File: src/rtl/dma_eng_pkg.sv
package dma_eng_pkg;
  localparam int WORD_W    = 32;
  localparam int REQ_LINES = 32;

  localparam int CF_EN     = 0;
  localparam int CF_HALT   = 18;
  localparam int CF_FLOW   = 11;
  localparam int CF_SID    = 1;
  localparam int CF_DID    = 6;
  localparam int CT_CNT_W  = 12;
  localparam int CT_WID    = 18;
  localparam int CT_SINC   = 26;
  localparam int CT_DINC   = 27;
  localparam int CT_TCREQ  = 31;

  typedef enum logic [2:0] {
    ST_IDLE, ST_SCAN, ST_RD, ST_WR, ST_LINK, ST_WB, ST_CHK, ST_ADV
  } eng_st_e;

  function automatic logic conf_live(input logic [WORD_W-1:0] c);
    return c[CF_EN] && !c[CF_HALT];
  endfunction
endpackage

File: src/rtl/dma_flow_gate.sv
module dma_flow_gate
  import dma_eng_pkg::*;
(
  input  logic [WORD_W-1:0]    conf,
  input  logic [REQ_LINES-1:0] req,
  output logic                 go,
  output logic                 bad
);
  logic [2:0] flow;
  logic       s_ok;
  logic       d_ok;

  always_comb begin
    flow = conf[CF_FLOW +: 3];
    s_ok = req[conf[CF_SID +: 5]];
    d_ok = req[conf[CF_DID +: 5]];
    bad  = flow[2];
    unique case (flow[1:0])
      2'd0:    go = !flow[2];
      2'd1:    go = !flow[2] && d_ok;
      2'd2:    go = !flow[2] && s_ok;
      default: go = !flow[2] && s_ok && d_ok;
    endcase
  end
endmodule

File: src/rtl/dma_start_detect.sv
module dma_start_detect
  import dma_eng_pkg::*;
(
  input  logic                 clk,
  input  logic                 rst_n,
  input  logic                 kick,
  input  logic [REQ_LINES-1:0] req_single,
  input  logic [REQ_LINES-1:0] req_burst,
  input  logic                 clr,
  output logic                 pend
);
  logic [REQ_LINES-1:0] s_q, b_q;
  logic                 evt;

  assign evt = kick || (req_single != s_q) || (req_burst != b_q);

  always_ff @(posedge clk or negedge rst_n) begin
    if (!rst_n) begin
      s_q  <= '0;
      b_q  <= '0;
      pend <= 1'b0;
    end else begin
      s_q  <= req_single;
      b_q  <= req_burst;
      pend <= (pend && !clr) || evt;
    end
  end

  assert_kick_pend_R12: assert property (@(posedge clk) disable iff (!rst_n)
    kick |=> pend);
endmodule

File: src/rtl/dma_chan_engine.sv
module dma_chan_engine
  import dma_eng_pkg::*;
#(
  parameter int NCH = 4,
  localparam int CW = (NCH > 1) ? $clog2(NCH) : 1,
  localparam int VW = NCH * WORD_W
)(
  input  logic                 clk,
  input  logic                 rst_n,
  input  logic                 glb_en,
  input  logic                 kick,
  input  logic [REQ_LINES-1:0] req_single,
  input  logic [REQ_LINES-1:0] req_burst,
  input  logic [VW-1:0]        ch_src,
  input  logic [VW-1:0]        ch_dst,
  input  logic [VW-1:0]        ch_lli,
  input  logic [VW-1:0]        ch_ctrl,
  input  logic [VW-1:0]        ch_conf,
  output logic                 mem_valid,
  input  logic                 mem_ready,
  output logic                 mem_we,
  output logic [WORD_W-1:0]    mem_addr,
  output logic [2:0]           mem_size,
  output logic [WORD_W-1:0]    mem_wdata,
  input  logic [WORD_W-1:0]    mem_rdata,
  output logic                 wb_valid,
  output logic [CW-1:0]        wb_chan,
  output logic [WORD_W-1:0]    wb_src,
  output logic [WORD_W-1:0]    wb_dst,
  output logic [WORD_W-1:0]    wb_lli,
  output logic [WORD_W-1:0]    wb_ctrl,
  output logic                 wb_en,
  output logic [NCH-1:0]       tc_pulse,
  output logic [NCH-1:0]       err_pulse,
  output logic                 busy
);
  eng_st_e            st;
  logic [CW-1:0]      idx;
  logic [WORD_W-1:0]  w_src, w_dst, w_lli, w_ctrl, w_conf, dbuf, lnk_ptr;
  logic               w_en, tc_hit;
  logic [1:0]         lnk_k;
  logic               pend, pend_clr, last_idx;
  logic [WORD_W-1:0]  sel_src, sel_dst, sel_lli, sel_ctrl, sel_conf;
  logic               scan_go, scan_bad, work_go, work_bad;
  logic [WORD_W-1:0]  step;
  logic [CT_CNT_W-1:0] cnt_dec;
  logic               xfer;

  assign sel_src  = ch_src [idx*WORD_W +: WORD_W];
  assign sel_dst  = ch_dst [idx*WORD_W +: WORD_W];
  assign sel_lli  = ch_lli [idx*WORD_W +: WORD_W];
  assign sel_ctrl = ch_ctrl[idx*WORD_W +: WORD_W];
  assign sel_conf = ch_conf[idx*WORD_W +: WORD_W];

  dma_flow_gate u_scan_gate (
    .conf(sel_conf), .req(req_single | req_burst), .go(scan_go), .bad(scan_bad)
  );
  dma_flow_gate u_work_gate (
    .conf(w_conf), .req(req_single | req_burst), .go(work_go), .bad(work_bad)
  );

  assign last_idx = (idx == CW'(NCH - 1));
  assign pend_clr = (st == ST_IDLE) || (st == ST_ADV && last_idx);

  dma_start_detect u_start (
    .clk(clk), .rst_n(rst_n), .kick(kick), .req_single(req_single),
    .req_burst(req_burst), .clr(pend_clr), .pend(pend)
  );

  assign step    = WORD_W'(1) << w_ctrl[CT_WID +: 3];
  assign cnt_dec = w_ctrl[CT_CNT_W-1:0] - 1'b1;
  assign xfer    = mem_valid && mem_ready;

  always_comb begin
    mem_valid = 1'b0;
    mem_we    = 1'b0;
    mem_addr  = w_src;
    mem_size  = w_ctrl[CT_WID +: 3];
    mem_wdata = dbuf;
    unique case (st)
      ST_RD: mem_valid = 1'b1;
      ST_WR: begin
        mem_valid = 1'b1;
        mem_we    = 1'b1;
        mem_addr  = w_dst;
      end
      ST_LINK: begin
        mem_valid = 1'b1;
        mem_addr  = lnk_ptr + {28'd0, lnk_k, 2'b00};
        mem_size  = 3'd2;
      end
      default: ;
    endcase
  end

  assign wb_valid = (st == ST_WB);
  assign wb_chan  = idx;
  assign wb_src   = w_src;
  assign wb_dst   = w_dst;
  assign wb_lli   = w_lli;
  assign wb_ctrl  = w_ctrl;
  assign wb_en    = w_en;
  assign busy     = (st != ST_IDLE);

  always_ff @(posedge clk or negedge rst_n) begin
    if (!rst_n) begin
      st        <= ST_IDLE;
      idx       <= '0;
      w_src     <= '0;
      w_dst     <= '0;
      w_lli     <= '0;
      w_ctrl    <= '0;
      w_conf    <= '0;
      w_en      <= 1'b0;
      dbuf      <= '0;
      lnk_ptr   <= '0;
      lnk_k     <= '0;
      tc_hit    <= 1'b0;
      tc_pulse  <= '0;
      err_pulse <= '0;
    end else begin
      tc_pulse  <= '0;
      err_pulse <= '0;
      unique case (st)
        ST_IDLE: if (pend && glb_en) begin
          idx <= '0;
          st  <= ST_SCAN;
        end
        ST_SCAN: begin
          st <= ST_ADV;
          if (glb_en && conf_live(sel_conf)) begin
            if (scan_bad) begin
              err_pulse[idx] <= 1'b1;
            end else if (scan_go && sel_ctrl[CT_CNT_W-1:0] != '0) begin
              w_src  <= sel_src;
              w_dst  <= sel_dst;
              w_lli  <= sel_lli;
              w_ctrl <= sel_ctrl;
              w_conf <= sel_conf;
              w_en   <= 1'b1;
              st     <= ST_RD;
            end
          end
        end
        ST_RD: if (xfer) begin
          dbuf <= mem_rdata;
          st   <= ST_WR;
        end
        ST_WR: if (xfer) begin
          if (w_ctrl[CT_SINC]) w_src <= w_src + step;
          if (w_ctrl[CT_DINC]) w_dst <= w_dst + step;
          w_ctrl[CT_CNT_W-1:0] <= cnt_dec;
          st <= ST_WB;
          if (cnt_dec == '0) begin
            tc_hit <= w_ctrl[CT_TCREQ];
            if (w_lli != '0) begin
              lnk_ptr <= w_lli;
              lnk_k   <= '0;
              st      <= ST_LINK;
            end else begin
              w_en <= 1'b0;
            end
          end
        end
        ST_LINK: if (xfer) begin
          unique case (lnk_k)
            2'd0: w_src  <= mem_rdata;
            2'd1: w_dst  <= mem_rdata;
            2'd2: w_lli  <= mem_rdata;
            default: w_ctrl <= mem_rdata;
          endcase
          lnk_k <= lnk_k + 1'b1;
          if (lnk_k == 2'd3) st <= ST_WB;
        end
        ST_WB: begin
          tc_pulse[idx] <= tc_hit;
          tc_hit        <= 1'b0;
          st            <= ST_CHK;
        end
        ST_CHK: begin
          if (glb_en && w_en && !sel_conf[CF_HALT] && !work_bad && work_go &&
              w_ctrl[CT_CNT_W-1:0] != '0)
            st <= ST_RD;
          else
            st <= ST_ADV;
        end
        ST_ADV: begin
          if (!last_idx) begin
            idx <= idx + 1'b1;
            st  <= ST_SCAN;
          end else if (pend && glb_en) begin
            idx <= '0;
            st  <= ST_SCAN;
          end else begin
            st  <= ST_IDLE;
          end
        end
        default: st <= ST_IDLE;
      endcase
    end
  end

  // a pending request is held unchanged until accepted
  assert_hold_R13: assert property (@(posedge clk) disable iff (!rst_n)
    mem_valid && !mem_ready |=> mem_valid && $stable(mem_addr) &&
                                $stable(mem_we) && $stable(mem_wdata));

  assert_quiet_idle_R14: assert property (@(posedge clk) disable iff (!rst_n)
    !busy |-> !mem_valid && !wb_valid);

  assert_off_stays_idle_R2: assert property (@(posedge clk) disable iff (!rst_n)
    !glb_en && !busy |=> !busy);

  assert_tc_after_wb_R11: assert property (@(posedge clk) disable iff (!rst_n)
    (|tc_pulse) |-> $past(wb_valid));

  assert_err_no_mem_R6: assert property (@(posedge clk) disable iff (!rst_n)
    (|err_pulse) |-> !mem_valid && $past(!mem_valid));

  assert_disable_at_zero_R10: assert property (@(posedge clk) disable iff (!rst_n)
    wb_valid && !wb_en |-> wb_ctrl[CT_CNT_W-1:0] == '0);
endmodule

File: config.mk
export PLATFORM = sky130hd
export DESIGN_NAME = dma_chan_engine
export DESIGN_NICKNAME = d
export VERILOG_FILES = /design/src/rtl/dma_eng_pkg.sv /design/src/rtl/dma_flow_gate.sv /design/src/rtl/dma_start_detect.sv /design/src/rtl/dma_chan_engine.sv
export SDC_FILE = /design/constraint.sdc
export NUM_CORES = 1
export LEC_CHECK = 0
export BUFFER_PORTS_ARGS = -buffer_cell sky130_fd_sc_hd__buf_2
export CORE_AREA = 2 2 374 376
export DETAILED_ROUTE_END_ITERATION = 12
export DIE_AREA = 0 0 376 378
export GPL_TIMING_DRIVEN = 0
export PLACE_DENSITY = 0.45
export SYNTH_ARGS = -nofsm -noshare
export SYNTH_HDL_FRONTEND = slang
export SYNTH_HIERARCHICAL = 1
export SYNTH_SLANG_ARGS = --single-unit
File: constraint.sdc
create_clock -name clk -period 8.55 [get_ports clk]
set_input_delay 1.2825 -clock clk [delete_from_list [all_inputs] [get_ports clk]]
set_output_delay 1.2825 -clock clk [all_outputs]
set_load 0.05 [all_outputs]
== Word level (Yosys, flattened, before mapping) ==
Cells that the tools add are included.
Storage, ports and cells
  input port bits: 741
  word-level logic and storage cells: 207
  output and inout bits: 210
  bits in registers: 287
Operators by class
  $lt $le $gt $ge: 6
  reductions and logical operators: 52
  bitwise gates (word level): 3
  mux-type cells: 82
  equality and inequality tests: 34
  shifts and indexed selects: 6
  add/subtract/negate cells: 6
Operators with widths (count)
  $mux W32: 24
  $shiftx A128 B8 Y32: 4
  $pmux W32 S3: 2
  $pmux W32 S2: 2
  $shiftx A128 B8 Y19: 1
  $add A32 B32 Y32: 2
  $ne A32 B32 Y1: 2
  $pmux W20 S2: 1
  $pmux W12 S3: 1
  $add A32 B4 Y32: 1
  $or A32 B32 Y32: 1
  $reduce_bool A32 Y1: 1
  $shl A1 B3 Y32 const A: 1
  $mux W3: 10
  $ne A2 B2 Y1 const B: 13
  $lt A5 B6 Y1 const B: 4
  $pmux W3 S8: 1
  $reduce_bool A12 Y1: 2
  $bmux W1 S5: 4
  $mux W1: 19
  $logic_and A1 B1 Y1: 16
  $mux W4: 4
  $reduce_and A8 Y1: 2
  $reduce_and A7 Y1: 2
  other kinds (31): 69

== Depth between registers and ports, before layout ==
Gate-level depths: netlist (run 1).
  word-level depth: 11
  gate-level depth with buffers: 19
  gate-level depth less buffers: 12

== Modules after synthesis ==
The synthesis (run 1) kept the hierarchy.
Modules (own cells, without submodules)
  dma_chan_engine: times used 1, area each 17880.9 µm², seq. area each 6030.8 µm², cells each 1740
  dma_start_detect: times used 1, area each 2414.8 µm², seq. area each 1626.6 µm², cells each 170
  dma_flow_gate: times used 2, area each 603.1 µm², seq. area each 0.0 µm², cells each 41

== Least setup slack after synthesis (run 1) ==
No wires, ideal clock.
  kind: reg2reg
  start point: register idx[0] (netlist: wb_chan[0])
  end point: register w_dst[21] (netlist: wb_dst[21])
  path buffers: 6
  stages on the path, launching flop included: 19
  arrival: 5.044 ns
  library setup time: 0.121 ns
  setup slack: 3.385 ns
  data required time: 8.429 ns
  period minus slack after synthesis: 5.165 ns
  cells stage by stage: dfrtp_1 > buf_6 > buf_6 > buf_1 > buf_2 > mux4_2 > buf_4 > mux4_1 > mux2i_1 > mux4_2 > a2111oi_2 > nor2b_1 > nand4b_4 > a31oi_2 > nor2_4 > or2_1 > buf_6 > a21o_1 > a22o_1
Between the ends
  elaborated cells on any way between the ends: 28
  those cells by class: 5 x eq/ne; 3 x shift; 9 x mux; 11 x reduce/logical
RTL lines
  start, declared: RTL line dma_chan_engine.sv:38  | logic [CW-1:0] idx;
  start signal, assigned: RTL line dma_chan_engine.sv:189  | idx <= idx + 1'b1;
  $shiftx A128 B8 Y19 *: RTL line dma_chan_engine.sv:53  | assign sel_conf = ch_conf[idx*WORD_W +: WORD_W];
  named net sel_conf[9]: RTL line dma_chan_engine.sv:43  | logic [WORD_W-1:0] sel_src, sel_dst, sel_lli, sel_ctrl, sel_conf;
  $bmux W1 S5 *: RTL line dma_flow_gate.sv:16  | d_ok = req[conf[CF_DID +: 5]];
  $mux W1 (not written as such) *: RTL line dma_flow_gate.sv:16
  $logic_and A1 B1 Y1, on equally long branches: RTL line dma_flow_gate.sv:22, dma_flow_gate.sv:20
  $pmux W1 S3 *: RTL line dma_flow_gate.sv:18  | unique case (flow[1:0])
  named net scan_go: RTL line dma_chan_engine.sv:44  | logic scan_go, scan_bad, work_go, work_bad;
  $logic_and A1 B1 Y1 *: RTL line dma_chan_engine.sv:134  | end else if (scan_go && sel_ctrl[CT_CNT_W-1:0] != '0) begin
  $ne A2 B2 Y1 (no line) *
  $reduce_and A8 Y1 (no line) *
  end signal, assigned: RTL line dma_chan_engine.sv:136  | w_dst <= sel_dst;
  end signal, assigned: RTL line dma_chan_engine.sv:151  | if (w_ctrl[CT_DINC]) w_dst <= w_dst + step;
  end signal, assigned: RTL line dma_chan_engine.sv:168  | 2'd1: w_dst <= mem_rdata;
  end, declared: RTL line dma_chan_engine.sv:39  | logic [WORD_W-1:0] w_src, w_dst, w_lli, w_ctrl, w_conf, dbuf, lnk_ptr;
Mark *: on every way through the listed nets, which the timed path passes. The rest lies on a longest branch. The select of a mux whose other input is x is not followed.
A chain may end at the register's enable or synchronous reset.

== Worst setup path in the final report (run 1) ==
  start point: register idx[1] (netlist: wb_chan[1])
  end point: register w_dst[12] (netlist: wb_dst[12])
Same word-level chain as after synthesis.

==> metrics.md, run 1 <==
| Metric | Value |
|---|---|
| Min-delay src | `mem_wdata[30]` |
| Die Area | `142000 um^2` |
| Root buffer cell | `clkbuf_16` |
| Post-CTS Hold Fix Bufs | `0` |
| Slew @ Worst Pin | `roughly 1300 ps` |
| Worst Hold Class | `flip-flop to flip-flop` |
| # H-tree levels | `2` |
| # placed instances | `4626` |
| Synth Area per Inst | `10.6 um^2` |
| Status | `finished, final reports clean` |
| Fraction of layout cells with a size suffix above 1 | `0.461` |
| Congestion Overflow GR | `0` |
| Initial antenna violation count | `36` |
| Critical Path RT | `9060 ps` |
| RSZ-0062 raised after global routing | `no` |
| # DRC | `0` |
| IO Count | `951` |
| Hold endpoint | `mem_wdata[30]` |
| Port buffer count | `881` |
| Area grow syn2layout | `40.5%` |
| Tcrit/Tclk final | `0.831` |
| Hold path cells | `1` |
| Antenna-violating nets left | `0` |
| Count of final hold-check violations | `0` |
| RR Startpoint | `wb_chan[1]` |
| Pre-antenna DRT Iters | `6` |
| Pwr per Cell Area | `between 400 and 500 nW/um^2` |
| Worst Path Max Fanout | `10` |
| First-pass GRT wire length | `roughly 190 mm` |
| Leakage Power | `12.8 nW` |
| RR Endpoint | `wb_dst[12]` |
| Max Root-Sink Buffers | `3` |
| R2R cell count | `18` |
| Max Transition Viols Final | `0` |
| Sink Count | `287` |
| Final WL | `149 mm` |
| Clock buffer count from CTS | `43` |
| TritonCTS clock tree | `built` |
| CP startpoint kind | `flip-flop` |
| Synthesized Nets | `2705` |
| Synth warnings | `6` |
| GRT Util Overall | `0.201` |
| Vias in the first global route | `around 22000` |
| FILL cells | `between 15000 and 20000` |
| Max cap viols | `0` |
| Rows | `approximately 140` |
| Hold slack | `roughly 500 ps` |
| Initial DRC count | `1932` |
| WL per Instance | `31.5 um` |
| Post-DP HPWL | `124 mm` |
| RePlAce Congestion | `0.922` |
| Worst path arrival time | `7610 ps` |
| Final Instance Count excl. Fillers | `4716` |
| Highest Clock Rate | `0.141 GHz` |
| Nets@finish | `between 3000 and 4000` |
| Clock Latency Late Sink | `630 ps` |
| Largest net degree at the start of global routing | `100` |
| Vias per cell | `4.63` |
| Max_slew headroom | `0.105` |
| Gate Count Post-Synth | `1934` |
| Crit. End Element | `flip-flop` |
| R2R Setup Slk | `approximately 1400 ps` |
| CORE AREA | `139000 um^2` |
| Postcts setup bufs | `0` |
| Worst-path clk slew | `60 ps` |
| Vias | `around 22000` |
| Chip Width | `376 um` |
| Peak VDD IR | `between 0.2 and 0.25 mV` |
| Post-synthesis cell area | `20400 um^2` |
| Final setup fails | `0` |
| Setup Skew | `~25 ps` |
| Tmin final | `7100 ps` |
| DIE HEIGHT | `between 300 and 400 um` |
| Cts repair resizes | `0` |
| CP Class | `flip-flop to flip-flop` |
| Initial Util | `0.147` |
==> layout make-up <==
class	instances	area (um^2)	share of cell area
repair buffers	885	4500	0.157
clock buffers	59	1280	0.0445
plain buffers	145	729	0.0254
inverters	46	173	0.00602
well taps	1807	2260	0.0788
diodes	12	30.0	0.00105
flip-flops and latches	287	7180	0.250
clock inverters	19	190	0.00663
multi-input cells	1456	12400	0.431
==> routing by layer <==
metal / track usage / vias to the layer above / share of wire / wire length (um)
met1: 0.260 / 11200 / 0.42 / 62200
met3: 0.0520 / 177 / 0.086 / 12800
met5: 0 / - / 0.0012 / 185
met4: 0.0481 / 26 / 0.021 / 3150
met2: 0.332 / 1127 / 0.47 / 70400
li1: - / 9325 / - / -
==> stage by stage <==
stage | worst slack, ps | total power, W | TNS (ps) | util | instance area, um^2
5_1_grt | 1300 | 0.0128 | 0 | 0.207 | 28700
4_1_cts | 1320 | 0.0123 | 0 | 0.207 | 28700
6_report | 1450 | 0.0122 | 0 | 0.207 | 28700
2_1_floorplan | 3500 | 0.00703 | 0 | - | 20400
3_3_place_gp | -380 | 0.0104 | -84090 | 0.196 | 27100
3_5_place_dp | 1360 | 0.0104 | 0 | 0.196 | 27200
==> power breakdown <==
| part | total (W) | internal, W | switching (W) |
|---|---|---|---|
| Clock | 0.00188 | 0.00109 | 0.000796 |
| Sequential | 0.00242 | 0.00178 | 0.000639 |
| Combinational | 0.00792 | 0.00226 | 0.00565 |
| Total | 0.0122 | 0.00513 | 0.00709 |
==> placed cells by master (no fill, tap or decap), types with 17 or more instances in the layout <==
cell,instances
o21ai_0,78
or2_2,35
a22o_1,22
and3_1,25
a21oi_1,70
mux2_2,80
a31oi_1,69
ha_1,29
mux4_2,163
a22oi_1,36
nand2_1,236
nor3_1,25
nand3_1,42
o211ai_1,18
nand4_1,33
xnor2_1,40
clkbuf_1,69
nand2b_1,17
nor2_1,114
xor2_1,51
clkbuf_16,44
nor4_1,23
dfrtp_1,287
buf_2,927
inv_1,44
==> worst max-delay path by stage <==
stage	from	endpoint	cells after the start
finish	wb_chan[1]	wb_dst[12]	18
global route	wb_chan[1]	wb_dst[12]	18
CTS	wb_chan[1]	wb_dst[12]	18
detailed placement	wb_chan[1]	wb_dst[12]	18
global placement	rst_n	mem_wdata[20]	1
floorplan	wb_chan[0]	wb_dst[21]	18
==> sequential cells by signal, summed over array words and instances, names as in the netlist, 13 cells and up <==
signal       cells
lnk_ptr         32
mem_wdata       32
u_start/b_q     32
u_start/s_q     32
wb_ctrl         32
wb_dst          32
wb_lli          32
wb_src          32
w_conf          13
==> critical path, stage by stage, from the launching register on <==
cell and delay, ps:
dfrtp_1 430, buf_2 270, buf_2 460, buf_2 810, clkbuf_2 700, mux4_2 480, buf_6 180, mux4_1 350
mux2i_1 80, mux4_2 490, a2111oi_2 560, nor2b_1 280, nand4b_4 150, a31oi_2 330, nor2_4 110, nor2_1 510
buf_4 330, o21ai_1 130, a22o_1 270
Note: power is estimated with default switching activity, not from simulation.
==> run 2: changes to the inputs <==
--- a/config.mk
+++ b/config.mk
@@ -10,7 +10,7 @@
 export DETAILED_ROUTE_END_ITERATION = 12
 export DIE_AREA = 0 0 376 378
 export GPL_TIMING_DRIVEN = 0
-export PLACE_DENSITY = 0.45
+export PLACE_DENSITY = 0.46
 export SYNTH_ARGS = -nofsm -noshare
 export SYNTH_HDL_FRONTEND = slang
 export SYNTH_HIERARCHICAL = 1
==> constraint.sdc (replaced) <==
create_clock -name clk -period 6.35 [get_ports clk]
set_input_delay 0.9525 -clock clk [delete_from_list [all_inputs] [get_ports clk]]
set_output_delay 0.9525 -clock clk [all_outputs]
set_load 0.05 [all_outputs]
==> run 2 against run 1 <==
Compared with the run above:
- non-clock buffer count unchanged
- worst hold slack got worse by 130 ps
- power increased by 34%
- final cell count decreased by 0.15%
- critical path type is now flip-flop to primary output
==> metrics.md, run 2 (same netlist as run 1, synthesis figures left out) <==
| Metric | Value |
|---|---|
| TritonCTS clock tree | `built (unchanged)` |
| Rows | `137 (unchanged)` |
| Max cap viols | `0 (unchanged)` |
| RePlAce Congestion | `0.935 (was 0.922)` |
| RR Endpoint | `wb_dst[12] (unchanged)` |
| R2R Setup Slk | `290 ps (was 1450 ps)` |
| Fin area | `28600 um^2 (was 28700 um^2)` |
| CORE AREA | `139000 um^2 (unchanged)` |
| Tcrit/Tclk final | `0.970` |
| WL per Instance | `31.7 um (was 31.5 um)` |
| Crit. End Element | `primary output (was flip-flop)` |
| Share of power burned in registers | `0.197 (was 0.198)` |
| Final setup fails | `0 (unchanged)` |
| Worst Path Max Fanout | `10 (unchanged)` |
| Area grow syn2layout | `40.2% (was 40.5%)` |
| Pre-antenna DRT Iters | `6 (unchanged)` |
| Max Transition Viols Final | `0 (unchanged)` |
| Status | `finished, final reports clean (unchanged)` |
| Post-CTS Hold Fix Bufs | `0 (unchanged)` |
| Pre-CTS setup slack | `-769 ps (was 1360 ps)` |
| RR Startpoint | `wb_chan[1] (unchanged)` |
| Chip Width | `376 um (unchanged)` |
| Vias | `22000 (was 21800)` |
| Post-DP HPWL | `125 mm (was 124 mm)` |
| Max Root-Sink Buffers | `3 (unchanged)` |
| Sw Ratio | `0.580 (about the same)` |
| Clock Latency Late Sink | `610 ps (was 630 ps)` |
| Commonest non-fill, non-tap cell in the layout | `buf_2 (unchanged)` |
| Postcts setup bufs | `0 (unchanged)` |
| R2R cell count | `17 (was 18)` |
| Final Instance Count excl. Fillers | `4709 (was 4716)` |
| Worst path arrival time | `5210 ps (was 7610 ps)` |
| Die Area | `142000 um^2 (unchanged)` |
| Slew @ Worst Pin | `1210 ps (was 1340 ps)` |
| # placed instances | `4627 (was 4626)` |
| Pwr per Cell Area | `574 nW/um^2 (was 426 nW/um^2)` |
| Hold slack | `375 ps (was 501 ps)` |
| IO Count | `951 (unchanged)` |
| Worst-path clk slew | `60 ps (about the same)` |
| CP Class | `flip-flop to primary output (was flip-flop to flip-flop)` |
| Final WL | `149 mm (about the same)` |
| Most frequent cells in the layout | `buf_2, dfrtp_1, nand2_1, mux4_2, nor2_1 (unchanged)` |
| Setup Skew | `23.6 ps (was 24.9 ps)` |
| RSZ-0062 raised after global routing | `no (unchanged)` |
| First-pass GRT wire length | `193 mm (about the same)` |
| Port buffer count | `881 (unchanged)` |
| Fin worst setup slack | `188 ps (was 1450 ps)` |
| Tmin final | `6160 ps` |
| Congestion Overflow GR | `0 (unchanged)` |
| Max_slew headroom | `0.195 (was 0.105)` |
| Internal | `0.00689 W (was 0.00513 W)` |
| Sw Pwr | `0.00954 W (was 0.00709 W)` |
| Fraction of layout cells with a size suffix above 1 | `0.460 (was 0.461)` |
| GRT Util Overall | `0.201 (about the same)` |
| # H-tree levels | `2 (unchanged)` |
| Root buffer cell | `clkbuf_16 (unchanged)` |
| Antenna-violating nets left | `0 (unchanged)` |
| Clock power frac | `0.148 (was 0.154)` |
| Combinational Power Share | `0.654 (was 0.648)` |
| Nets@finish | `3632 (was 3635)` |
| DIE HEIGHT | `378 um (unchanged)` |
| Sink Count | `287 (unchanged)` |
| Initial antenna violation count | `41 (was 36)` |
| Setup_tns | `0 ps (unchanged)` |
| Critical Path RT | `5400 ps (was 9060 ps)` |
| Worst Hold Class | `input port to asynchronous set/reset pin (was flip-flop to flip-flop)` |
| Initial Util | `0.147 (unchanged)` |
| Highest Clock Rate | `0.162 GHz` |
| Peak VDD IR | `0.297 mV (was 0.239 mV)` |
| Count of final hold-check violations | `0 (unchanged)` |
| Vias per cell | `4.68 (was 4.63)` |
| FILL cells | `15400 (was 15500)` |
| Vias in the first global route | `21500 (was 21600)` |
| Initial DRC count | `2132 (was 1932)` |
| Clock buffer count from CTS | `40 (was 43)` |
| Leakage Power | `12.7 nW (was 12.8 nW)` |
| Largest net degree at the start of global routing | `100 (unchanged)` |
| Area of placed instances | `27200 um^2 (about the same)` |
| CP startpoint kind | `flip-flop (unchanged)` |
| # DRC | `0 (unchanged)` |
[run 2: cell count changes in the layout (fill, tap and decap cells not counted), moves of 2 or more]
cell       previous run  this run
bufinv_16             1         4
buf_4                 8        12
buf_2               927       923
clkinv_2              7         5
clkbuf_8             12         8
clkbuf_16            44        40
[run 2: worst max-delay path by stage]
stage,from,end,slack [ps]
floorplan,wb_chan[0],wb_dst[21],1300
global placement,rst_n,mem_wdata[24],-2180
detailed placement,wb_chan[1],wb_dst[12],-770
CTS,st[0],mem_addr[29],150
global route,st[0],mem_addr[29],5
finish,st[0],mem_addr[29],190
[run 2: per-layer routing]
layer,global-route usage,part of all wire
met1,0.259,0.41
met2,0.321,0.46
met3,0.0600,0.099
met4,0.0639,0.035
met5,0,0.0015
[run 2: what timing repair did]
action / CTS / global route
gates resized for setup: 5 / 3
gates cloned: 0 / 0
pin swaps: 0 / 0
setup endpoints to repair: 140 / 1
[run 2: critical path: stages (launching register included)]
cell,delay (ps)
dfrtp_1,410
ha_1,340
nand2b_1,400
inv_1,220
clkbuf_1,360
nor2_1,520
clkbuf_1,520
buf_1,770
a22oi_1,330
o21ai_0,340
buf_2,370
[run 2: cell type report]
cell class              count  area [um^2]  share of cell area
multi-input cells        1456        12400               0.432
flip-flops and latches    287         7180               0.251
repair buffers            886         4520               0.158
well taps                1807         2260              0.0790
clock buffers              52         1130              0.0393
plain buffers             144          733              0.0256
clock inverters            19          234             0.00817
inverters                  46          173             0.00603
diodes                     12         30.0             0.00105
[run 2: metrics by stage]
stage          power [W]  utilization
4_1_cts           0.0165        0.206
5_1_grt           0.0171        0.207
2_1_floorplan    0.00947            -
6_report          0.0164        0.207
3_3_place_gp      0.0140        0.196
3_5_place_dp      0.0140        0.197
[run 2: power by group through the flow]
| stage | registers, W | clock network, W | logic (W) |
|---|---|---|---|
| floorplan | 0.00463 | 0 | 0.00484 |
| global placement | 0.00322 | 0 | 0.0108 |
| detailed placement | 0.00324 | 0 | 0.0108 |
| CTS | 0.00321 | 0.00251 | 0.0108 |
| global route | 0.00330 | 0.00256 | 0.0113 |
| finish | 0.00324 | 0.00243 | 0.0107 |
==> run 3: changes to the inputs <==
--- a/config.mk
+++ b/config.mk
@@ -5,12 +5,12 @@
 export SDC_FILE = /design/constraint.sdc
 export NUM_CORES = 1
 export LEC_CHECK = 0
-export BUFFER_PORTS_ARGS = -buffer_cell sky130_fd_sc_hd__buf_2
 export CORE_AREA = 2 2 374 376
 export DETAILED_ROUTE_END_ITERATION = 12
 export DIE_AREA = 0 0 376 378
+export DONT_BUFFER_PORTS = 1
 export GPL_TIMING_DRIVEN = 0
-export PLACE_DENSITY = 0.46
+export PLACE_DENSITY = 0.4
 export SYNTH_ARGS = -nofsm -noshare
 export SYNTH_HDL_FRONTEND = slang
 export SYNTH_HIERARCHICAL = 1
==> constraint.sdc (replaced) <==
create_clock -name clk -period 5.53 [get_ports clk]
set_input_delay 0.8295 -clock clk [delete_from_list [all_inputs] [get_ports clk]]
set_output_delay 0.8295 -clock clk [all_outputs]
set_load 0.05 [all_outputs]
==> run 3 against run 2 <==
Compared with the run above:
- first-iteration DRC count fell by 7.5%
- register-to-register slack got worse by 80 ps
- largest cell class unchanged
- sequential share of layout area rose by 4.0 points
- via count fell by 15%
- clock-buffer cell count rose by 2
==> metrics.md, run 3 (same netlist as run 1, synthesis figures left out) <==
| Metric | Value |
|---|---|
| Slew @ Worst Pin | `1470 ps (was 1210 ps)` |
| Slowest cell on crit path | `clkbuf_1 (was buf_1)` |
| Setup_tns | `0 ps (unchanged)` |
| Final setup fails | `0 (unchanged)` |
| Antenna-violating nets left | `0 (unchanged)` |
| Pre-antenna DRT Iters | `5 (was 6)` |
| Count of final hold-check violations | `0 (unchanged)` |
| Critical Path RT | `4700 ps (was 5400 ps)` |
| Max Transition Viols Final | `0 (unchanged)` |
| Vias per cell | `4.88 (was 4.68)` |
| Post-DP HPWL | `123 mm (was 125 mm)` |
| Crit path from | `st[0] (unchanged)` |
| Worst Hold Class | `input port to asynchronous set/reset pin (unchanged)` |
| R2R cell count | `19 (was 17)` |
| Tcrit/Tclk final | `0.971` |
| Congestion Overflow GR | `0 (unchanged)` |
| Crit. End Element | `primary output (unchanged)` |
| RePlAce Congestion | `0.974 (was 0.935)` |
| RR Startpoint | `wb_chan[1] (unchanged)` |
| Status | `finished, final reports clean (unchanged)` |
| Setup crit end | `mem_addr[29] (unchanged)` |
| Tmin final | `5370 ps` |
| # DRC | `0 (unchanged)` |
| FILL cells | `15300 (was 15400)` |
| CP delay by family, top | `buffers and inverters (unchanged)` |
| Area grow syn2layout | `21.0% (was 40.2%)` |
| Area of placed instances | `22800 um^2 (was 27200 um^2)` |
| Initial Util | `0.147 (unchanged)` |
| Fin area | `24700 um^2 (was 28600 um^2)` |
| Most frequent cells in the layout | `dfrtp_1, nand2_1, mux4_2, nor2_1, mux2_2 (was buf_2, dfrtp_1, nand2_1, mux4_2, nor2_1)` |
| IO Count | `951 (unchanged)` |
| DIE HEIGHT | `378 um (unchanged)` |
| RR Endpoint | `wb_dst[27] (was wb_dst[12])` |
| Port buffer count | `0 (was 881)` |
| Crit-path cells | `ha_1 > nand2b_1 > inv_1 > clkbuf_1 > clkbuf_1 > clkbuf_1 > a22oi_1 > o21ai_2 (was ha_1 > nand2b_1 > inv_1 > clkbuf_1 > nor2_1 > clkbuf_1 > buf_1 > a22oi_1 > o21ai_0 > buf_2)` |
| Leakage Power | `9.33 nW (was 12.7 nW)` |
| Die Area | `142000 um^2 (unchanged)` |
| Clock buffer count from CTS | `43 (was 40)` |
| Commonest non-fill, non-tap cell in the layout | `dfrtp_1 (was buf_2)` |
| CP Class | `flip-flop to primary output (unchanged)` |
| Setup Skew | `37.0 ps (was 23.6 ps)` |
| Rows | `137 (unchanged)` |
| Vias in the first global route | `18400 (was 21500)` |
| GRT Util Overall | `0.199 (was 0.201)` |
| # placed instances | `3744 (was 4627)` |
| Crit path largest cell delay | `690 ps (was 770 ps)` |
| Highest Clock Rate | `0.186 GHz` |
| Clock Latency Late Sink | `640 ps (was 610 ps)` |
| CP startpoint kind | `flip-flop (unchanged)` |
| Max Root-Sink Buffers | `3 (unchanged)` |
| Hold slack | `196 ps (was 375 ps)` |
| First-pass GRT wire length | `187 mm (was 193 mm)` |
| Final Instance Count excl. Fillers | `3846 (was 4709)` |
| Fraction of layout cells with a size suffix above 1 | `0.245 (was 0.460)` |
| Max_slew headroom | `0.0214 (was 0.195)` |
| Nets@finish | `2754 (was 3632)` |
| R2R Setup Slk | `210 ps (was 290 ps)` |
| Max cap viols | `0 (unchanged)` |
| Worst Path Max Fanout | `10 (unchanged)` |
| Worst path arrival time | `4540 ps (was 5210 ps)` |
| Final WL | `149 mm (about the same)` |
| Top cell by count, worst path | `clkbuf_1 (unchanged)` |
| Worst-path clk slew | `60 ps (about the same)` |
| # H-tree levels | `2 (unchanged)` |
| Chip Width | `376 um (unchanged)` |
| CP bufs+invs | `4 (was 5)` |
| Pwr per Cell Area | `753 nW/um^2 (was 574 nW/um^2)` |
| Sink Count | `287 (unchanged)` |
| Peak VDD IR | `0.233 mV (was 0.297 mV)` |
| TritonCTS clock tree | `built (unchanged)` |
| Largest net degree at the start of global routing | `288 (was 100)` |
| Vias | `18800 (was 22000)` |
| Root buffer cell | `clkbuf_16 (unchanged)` |
| Initial DRC count | `1973 (was 2132)` |
| WL per Instance | `38.6 um (was 31.7 um)` |
| CORE AREA | `139000 um^2 (unchanged)` |
| Cell count along the critical path | `8 (was 10)` |
| Initial antenna violation count | `44 (was 41)` |
## run 3: timing repair
action	4_1_cts	5_1_grt
resized for setup	66	17
cloned	0	0
endpoints found under the setup margin	176	126
setup buffers	2	0
hold endpoints to repair	287	122
pin swaps	2	0
## run 3: cell type report
class                      count  area, um^2  area share
buffer                       142         856      0.0346
timing repair buffer           7         101     0.00410
sequential                   287        7190       0.291
inverter                      46         173     0.00699
tap                         1807        2260      0.0915
clock buffer                  54        1200      0.0485
clock inverter                26         378      0.0153
antenna                       21        52.6     0.00213
multi-input combinational   1456       12500       0.506
## run 3: per-stage QoR
step	total power (W)	utilization	setup WS, ps
floorplan	0.0109	-	481
global placement	0.0152	0.164	-3300
detailed placement	0.0153	0.164	-2070
CTS	0.0187	0.177	0.414
global route	0.0194	0.178	-2.94
finish	0.0186	0.178	162
## run 3: worst min-delay path by stage
stage,startpoint,end,cells after the start
after floorplan,w_conf[1],w_conf[1],1
after global placement,w_conf[1],w_conf[1],1
after detailed placement,w_conf[3],w_conf[3],1
after CTS,rst_n,u_start/b_q[6],0
after global routing,req_burst[6],u_start/b_q[6],0
final,rst_n,u_start/b_q[25],1
## run 3: report_power, final
part / switching [W] / leakage, nW / internal [W]
logic: 0.00627 / 5.01 / 0.00299
clock network: 0.00126 / 0.757 / 0.00192
registers: 0.00348 / 3.56 / 0.00270
## run 3: routing by layer
metal,GRT usage,wire length [um],up-vias
li1,-,-,7593
met1,0.256,60900,9700
met2,0.302,65100,1219
met3,0.0837,17400,206
met4,0.0612,4910,32
met5,0.00480,203,-
